--- src/rtl/tpf_pkg.sv ---
package tpf_pkg;

  typedef enum logic [1:0] {
    ADDR_CTRL  = 2'd0,
    ADDR_PINS  = 2'd1,
    ADDR_PRESC = 2'd2,
    ADDR_ACC   = 2'd3
  } tpf_addr_e;

  // modular increment of a w-bit quantity
  function automatic logic [31:0] wrap_inc(input logic [31:0] v, input int unsigned w);
    logic [31:0] mask;
    mask = (w >= 32) ? 32'hFFFF_FFFF : ((32'd1 << w) - 32'd1);
    return (v + 32'd1) & mask;
  endfunction

  // true when a w-bit value is at its maximum
  function automatic logic at_max(input logic [31:0] v, input int unsigned w);
    logic [31:0] mask;
    mask = (w >= 32) ? 32'hFFFF_FFFF : ((32'd1 << w) - 32'd1);
    return (v & mask) == mask;
  endfunction

endpackage

--- src/rtl/tpf_ctrl.sv ---
module tpf_ctrl #(
  parameter int SELW = 2
) (
  input  logic            clk,
  input  logic            rst_n,
  input  logic            wr_ctrl,
  input  logic            wr_freeze,
  input  logic            wr_step,
  input  logic [SELW-1:0] wr_sel,
  output logic            freeze,
  output logic            step_pend,
  output logic            step_set,
  output logic            advance,
  output logic [SELW-1:0] sel
);

  // a step request is honoured only when already frozen
  assign step_set = wr_ctrl && wr_step && freeze;
  assign advance  = !freeze || step_pend;

  always_ff @(posedge clk or negedge rst_n) begin
    if (!rst_n) begin
      freeze    <= 1'b0;
      step_pend <= 1'b0;
      sel       <= '0;
    end else begin
      if (step_set)     step_pend <= 1'b1;
      else if (advance) step_pend <= 1'b0;
      if (wr_ctrl) begin
        freeze <= wr_freeze;
        sel    <= wr_sel;
      end
    end
  end

endmodule

--- src/rtl/tpf_sync.sv ---
module tpf_sync #(
  parameter int NPIN = 4
) (
  input  logic            clk,
  input  logic            rst_n,
  input  logic            advance,
  input  logic [NPIN-1:0] pin_in,
  output logic [NPIN-1:0] pins_q,
  output logic [NPIN-1:0] rise
);

  for (genvar i = 0; i < NPIN; i++) begin : g_pin
    logic st1, st2, st3;
    always_ff @(posedge clk or negedge rst_n) begin
      if (!rst_n) begin
        st1 <= 1'b0;
        st2 <= 1'b0;
        st3 <= 1'b0;
      end else if (advance) begin
        st1 <= pin_in[i];
        st2 <= st1;
        st3 <= st2;
      end
    end
    assign pins_q[i] = st2;
    assign rise[i]   = st2 & ~st3;
  end

endmodule

--- src/rtl/tpf_count.sv ---
module tpf_count
  import tpf_pkg::*;
#(
  parameter int PW = 9,
  parameter int AW = 8
) (
  input  logic          clk,
  input  logic          rst_n,
  input  logic          advance,
  input  logic          rise_sel,
  input  logic          ovf_clr,
  output logic [PW-1:0] presc,
  output logic [AW-1:0] acc,
  output logic          ovf,
  output logic          acc_inc,
  output logic          acc_wrap
);

  assign acc_inc  = advance && rise_sel;
  assign acc_wrap = acc_inc && at_max(32'(acc), AW);

  always_ff @(posedge clk or negedge rst_n) begin
    if (!rst_n) begin
      presc <= '0;
      acc   <= '0;
      ovf   <= 1'b0;
    end else begin
      if (advance) presc <= PW'(wrap_inc(32'(presc), PW));
      if (acc_inc) acc   <= AW'(wrap_inc(32'(acc), AW));
      if (acc_wrap)     ovf <= 1'b1;
      else if (ovf_clr) ovf <= 1'b0;
    end
  end

endmodule

--- src/rtl/tpf_top.sv ---
module tpf_top
  import tpf_pkg::*;
#(
  parameter int NPIN = 4,
  parameter int PW   = 9,
  parameter int AW   = 8,
  parameter int DW   = 16,
  parameter int WW   = 2 + $clog2(NPIN)
) (
  input  logic            clk,
  input  logic            rst_n,
  input  logic [NPIN-1:0] pin_in,
  input  logic            wr_en,
  input  logic [1:0]      wr_addr,
  input  logic [WW-1:0]   wr_data,
  input  logic [1:0]      rd_addr,
  output logic [DW-1:0]   rd_data
);

  localparam int SELW = WW - 2;

  logic            freeze, step_pend, step_set, advance;
  logic [SELW-1:0] sel;
  logic [NPIN-1:0] pins_q, rise;
  logic [PW-1:0]   presc;
  logic [AW-1:0]   acc;
  logic            ovf, acc_inc, acc_wrap;
  logic            wr_ctrl, ovf_clr, rise_sel;

  assign wr_ctrl  = wr_en && (wr_addr == ADDR_CTRL);
  assign ovf_clr  = wr_en && (wr_addr == ADDR_ACC);
  assign rise_sel = rise[sel];

  tpf_ctrl #(.SELW(SELW)) u_ctrl (
    .clk       (clk),
    .rst_n     (rst_n),
    .wr_ctrl   (wr_ctrl),
    .wr_freeze (wr_data[0]),
    .wr_step   (wr_data[1]),
    .wr_sel    (wr_data[WW-1:2]),
    .freeze    (freeze),
    .step_pend (step_pend),
    .step_set  (step_set),
    .advance   (advance),
    .sel       (sel)
  );

  tpf_sync #(.NPIN(NPIN)) u_sync (
    .clk     (clk),
    .rst_n   (rst_n),
    .advance (advance),
    .pin_in  (pin_in),
    .pins_q  (pins_q),
    .rise    (rise)
  );

  tpf_count #(.PW(PW), .AW(AW)) u_count (
    .clk      (clk),
    .rst_n    (rst_n),
    .advance  (advance),
    .rise_sel (rise_sel),
    .ovf_clr  (ovf_clr),
    .presc    (presc),
    .acc      (acc),
    .ovf      (ovf),
    .acc_inc  (acc_inc),
    .acc_wrap (acc_wrap)
  );

  always_comb begin
    unique case (rd_addr)
      ADDR_CTRL:  rd_data = DW'({sel, step_pend, freeze});
      ADDR_PINS:  rd_data = DW'(pins_q);
      ADDR_PRESC: rd_data = DW'(presc);
      default:    rd_data = DW'({ovf, acc});
    endcase
  end

endmodule

--- config.mk ---
export PLATFORM = sky130hd
export DESIGN_NAME = tpf_top
export DESIGN_NICKNAME = d
export VERILOG_FILES = /design/src/rtl/tpf_pkg.sv /design/src/rtl/tpf_ctrl.sv /design/src/rtl/tpf_sync.sv /design/src/rtl/tpf_count.sv /design/src/rtl/tpf_top.sv
export SDC_FILE = /design/constraint.sdc
export NUM_CORES = 1
export LEC_CHECK = 0
export ABC_AREA = 1
export BUFFER_PORTS_ARGS = -buffer_cell sky130_fd_sc_hd__buf_2
export CAP_MARGIN = 20
export CELL_PAD_IN_SITES_DETAIL_PLACEMENT = 2
export CELL_PAD_IN_SITES_GLOBAL_PLACEMENT = 2
export CORE_MARGIN = 4
export CORE_UTILIZATION = 35
export DETAILED_ROUTE_END_ITERATION = 12
export GPL_TIMING_DRIVEN = 0
export PLACE_DENSITY = 0.95
export SLEW_MARGIN = 0
export SYNTH_ARGS = -nofsm -noshare
export SYNTH_HDL_FRONTEND = slang
export SYNTH_SLANG_ARGS = --single-unit
--- constraint.sdc ---
create_clock -name clk -period 1.9 [get_ports clk]
set_input_delay 0.095 -clock clk [delete_from_list [all_inputs] [get_ports clk]]
set_output_delay 0.095 -clock clk [all_outputs]
set_load 0.005 [all_outputs]
Yosys cells after proc, flatten, opt, wreduce, memory -nomap -nowiden:

Cells that the tools add are included.
Widths: inputs -> output; s select.

* flip-flop bits (word level): 34
* output and inout bits: 16
* logic and storage cells: 52
* input bits: 15

* equality and inequality tests: 4
* bitwise operators: 8
* mux-type cells: 7
* reductions and logical operators: 12
* order comparisons: 1
* add/sub/neg operators: 2

Operators with widths (count)
* $pmux 9 s3: 1
* $add 9x1->9 const B: 1
* $add 8x1->8 const B: 1
* $eq 8x8->1 const B: 1
* $logic_and 1x1->1: 6
* $mux 1: 5
* $and 1x1->1: 4
* $eq 2x2->1 const B: 2
* $logic_not 2->1: 2
* $not 1->1: 4
* $reduce_bool 2->1: 2
* $lt 2x3->1 const B: 1
* $bmux 1 s2: 1
* $eq 2x1->1 const B: 1
* $logic_not 1->1: 1
* $logic_or 1x1->1: 1

Longest topological paths before layout:

* depth in word-level cells: 7
* mapped depth: 8
* depth with buffers taken out: 8

Cells and area by module:

A second synthesis with hierarchy kept.

* cell total of the unflattened synthesis: 242
* area, all modules: 1913.1 sq um

Modules (own cells, without submodules)
* tpf_count: sequential area each 450.4 sq um, instances 1, area each 919.6 sq um, cells an instance 98
* tpf_sync: sequential area each 300.3 sq um, instances 1, area each 518.0 sq um, cells an instance 63
* tpf_top: sequential area each 0.0 sq um, instances 1, area each 319.1 sq um, cells an instance 62
* tpf_ctrl: sequential area each 100.1 sq um, instances 1, area each 156.4 sq um, cells an instance 19

Worst setup path before layout:

OpenSTA, ideal clock, no wires.

* path type: register -> register
* start: reg u_count.presc[0]
* end: reg u_count.presc[8]
* library setup time: 116 ps
* required time: 1784 ps
* period minus slack after synthesis: 1133 ps
* buffers on the path: 0
* cell stages (with the launch flop): 7
* arrival time: 1017 ps
* setup slack: 767 ps
* cells stage by stage: dfrtp_1 > ha_1 > nand2_4 > nor3_4 > nand2_1 > nand2_1 > nand2_1

* cells in the longest elaborated chain, start to end: 1

RTL lines
* start, declared: line tpf_count.sv:12 `output logic [PW-1:0] presc,`
* start signal, assigned: line tpf_count.sv:28 `if (advance) presc <= PW'(wrap_inc(32'(presc), PW));`
* $add 9x1->9: line tpf_pkg.sv:14 `return (v + 32'd1) & mask;`

Every way passes these cells.
A chain may end at the register's enable or synchronous reset.

Worst setup path in the final report:

* start: reg u_count.presc[2]
* end: out rd_data[2]

* cells in the longest elaborated chain, start to end: 1

RTL lines
* $pmux 9 s3: line tpf_top.sv:71 `unique case (rd_addr)`
* end, declared: line tpf_top.sv:17 `output logic [DW-1:0] rd_data`

Every way passes these cells.

==> impl_results.md <==
* Status: finished, final reports clean
* Area of the core at 4880 um2
* Area growth syn-to-layout at 19.4%
* Hold buffer count at CTS at 3
* CTS H-tree depth at 2
* Starting Density at 0.373
* Yosys cell types at 27
* Clock Latency Late Sink at 290 ps
* Crit path cell chain: inv_1, o22ai_1, a21oi_1, nand2_1, buf_2
* Die Wd at ~80 um
* Number of synthesized register bits at 34
* Number of port buffers at 23
* CP Max Fanout at 3
* Vias in the first global route at 1794
* # diodes at 0
* Final Setup Violations at 0
* Register area share after synthesis at 0.468
* IO Pins at 31
* Least-Margin Pin Slew at 797 ps
* DR vias at 1605
* TritonCTS clock tree: built
* RSZ-0062 raised after global routing: false
* Max-capacitance violation count at 0
* Most frequent cells in the layout: 80 x nand2_1, 34 x dfrtp_1, 29 x inv_1, 26 x buf_2, 14 x o21ai_0
* Setup bufs post-CTS at 0
* Hold crit path type: input port to register
* Largest net degree at the start of global routing at 35
* Top FF cell, synth: dfrtp_1
* Async set-reset flop share out of synthesis at 1.00
* Setup TNS at 0 ps
* Final Power at 2.52 mW
* Number of remaining DRC errors at 0
* Die area at about 6400 um2
* Clock-pin slew on the worst setup and hold paths at 80 ps
* Lkg Pwr at 1.16 nW
* Std cell rows at 25
* Min Tclk post-route at ~1500 ps
* First-pass DRT Iterations at 4
* Post-layout nets at 283
* P per Cell Area at 1160 nW/um2
* CP Capture Type: primary output
* Layout cells sized above 1 at 0.210
* GRT overflow at 0
* Number of DRC markers in iteration 0 at 52
* Syn Std Cell Area at 1820 um2
* Yosys warning total at 0
* Clock tree buffer depth at 2
* Req. time, crit path at 1800 ps
* Tot GR Track Use at 0.193
* Placer congestion estimate at 0.762
* Relative max-transition margin at 0.468
* EDFF count, synth at 0
* Syn Inst Count at about 230
* Final worst path period share at 0.772
* Final ANT Viol Nets at 0
* Max Fclk at 0.682 GHz
* Fin. max-slew vios at 0
* Routed WL per cell at 16.0 um
* Clock sink count at 34
* Initial antenna violation count at 0
* HPWL after detailed placement at 3770 um
* Crit path DAT at 1370 ps
* Final Skew at ~8.6 ps
* CP max-delay cell: dfrtp_1
* Chip Height at 80.1 um
* First-pass GRT wire length at ~9000 um
* Clock root buffer: clkbuf_8
* Post_cts resized at 0
* CP peak stage delay at around 400 ps
* Hold Fails Final Rpt at 0
* CP Class: register to primary output
* Startpoint types: register
* Syn avg cell area at 8.04 um2
* Worst vdd ir at 0.438 mV
* Final WL at between 5000 and 6000 um
* Leading cell type in the layout, fill and taps excluded: nand2_1
* Num CTS Buffers at 5
* DR vias/cell at 4.81
[final cells by class]
cell class                      count  area [um2]
Buffer                             10        67.6
Sequential cell                    34         851
Tap cell                           67        83.8
Multi-Input combinational cell    156         802
Timing Repair Buffer               27         155
Inverter                           32         120
Clock buffer                        7        86.3
Fill cell                         584        2710
Clock inverter                      1        5.00
[synth_stat cells, types with 3 or more instances]
| cell type | number | area [um2] |
|---|---|---|
| nand2_1 | 80 | 300 |
| dfrtp_1 | 34 | 851 |
| inv_1 | 29 | 109 |
| o21ai_0 | 14 | 70.1 |
| nand3_1 | 8 | 40.0 |
| xor2_1 | 8 | 70.1 |
| buf_4 | 7 | 52.6 |
| nor2_1 | 7 | 26.3 |
| a21oi_1 | 4 | 20.0 |
| o22ai_1 | 4 | 25.0 |
| buf_2 | 3 | 15.0 |
| inv_2 | 3 | 11.3 |
| nand3_2 | 3 | 30.0 |
| nand4_1 | 3 | 18.8 |
[metrics by stage]
| stage | hold WS (ps) | area [um2] | std cells | worst slack (ps) | utilization |
|---|---|---|---|---|---|
| 3_3_place_gp | 221 | 2040 | 322 | 674 | 0.418 |
| 4_1_cts | 6.18 | 2160 | 333 | 416 | 0.443 |
| 6_report | 15.4 | 2170 | 334 | 434 | 0.445 |
| 3_5_place_dp | 222 | 2040 | 322 | 611 | 0.418 |
| 2_1_floorplan | -201 | 1840 | 232 | 767 | - |
| 5_1_grt | 14.9 | 2170 | 334 | 320 | 0.445 |
[metal layers]
layer  vias to the layer above  GRT usage  part of all wire
li1                        770          -                 -
met1                       802      0.242              0.45
met2                        28      0.323              0.50
met3                         5     0.0426             0.034
met4                         0     0.0709             0.018
met5                         -          0                 0
[critical path, delay by kind of cell (launching register included)]
kind / cells / cell delay (ps)
AND/OR/NAND/NOR: 1 / 90
buffers and inverters: 2 / 310
flip-flops: 1 / 400
AO/OA/AOI/OAI: 2 / 270
[where the power goes]
group	switching (mW)	internal [mW]	total [mW]
Combinational	0.503	0.290	0.793
Clock	0.270	0.292	0.563
Sequential	0.222	0.938	1.16
Total	0.995	1.52	2.52
[cells by family (layout without fill, tap and decap cells)]
group                      Yosys count  after routing  synth area share
muxes                                1              1           0.00619
other                                1              7           0.00206
and+or+nand+nor                    111            111             0.283
buffers and inverters               42             77             0.103
AOI/OAI and AO/OA                   25             25            0.0757
DFF                                 34             34             0.468
adders and majority gates            2              2            0.0138
xor gates and xnor gates            10             10            0.0482
[path summary, 6_finish.rpt]
kind / startpoint / to / cells past startpoint / slack [ps]
max: u_count.presc[2] / rd_data[2] / 5 / 430
min: pin_in[1] / u_sync.g_pin[1].st1 / 3 / 20
max reg2reg: u_count.acc[1] / u_count.acc[6] / 8 / 550
min reg2reg: u_sync.g_pin[3].st1 / u_sync.g_pin[3].st1 / 2 / 480
max in group asynchronous: rst_n / u_count.acc[5] / 2 / 970
min in group asynchronous: rst_n / u_count.presc[2] / 2 / 420
[flip-flops by register name, indices dropped and copies added (netlist names)]
signal and flops:
u_ctrl.sel 2, u_count.presc 9, u_sync.g_pin.st2 4, u_count.acc 8, u_sync.g_pin.st1 4, u_ctrl.freeze 1
u_count.ovf 1, u_ctrl.step_pend 1, u_sync.g_pin.st3 4
Note: power is estimated with default switching activity, not from simulation.
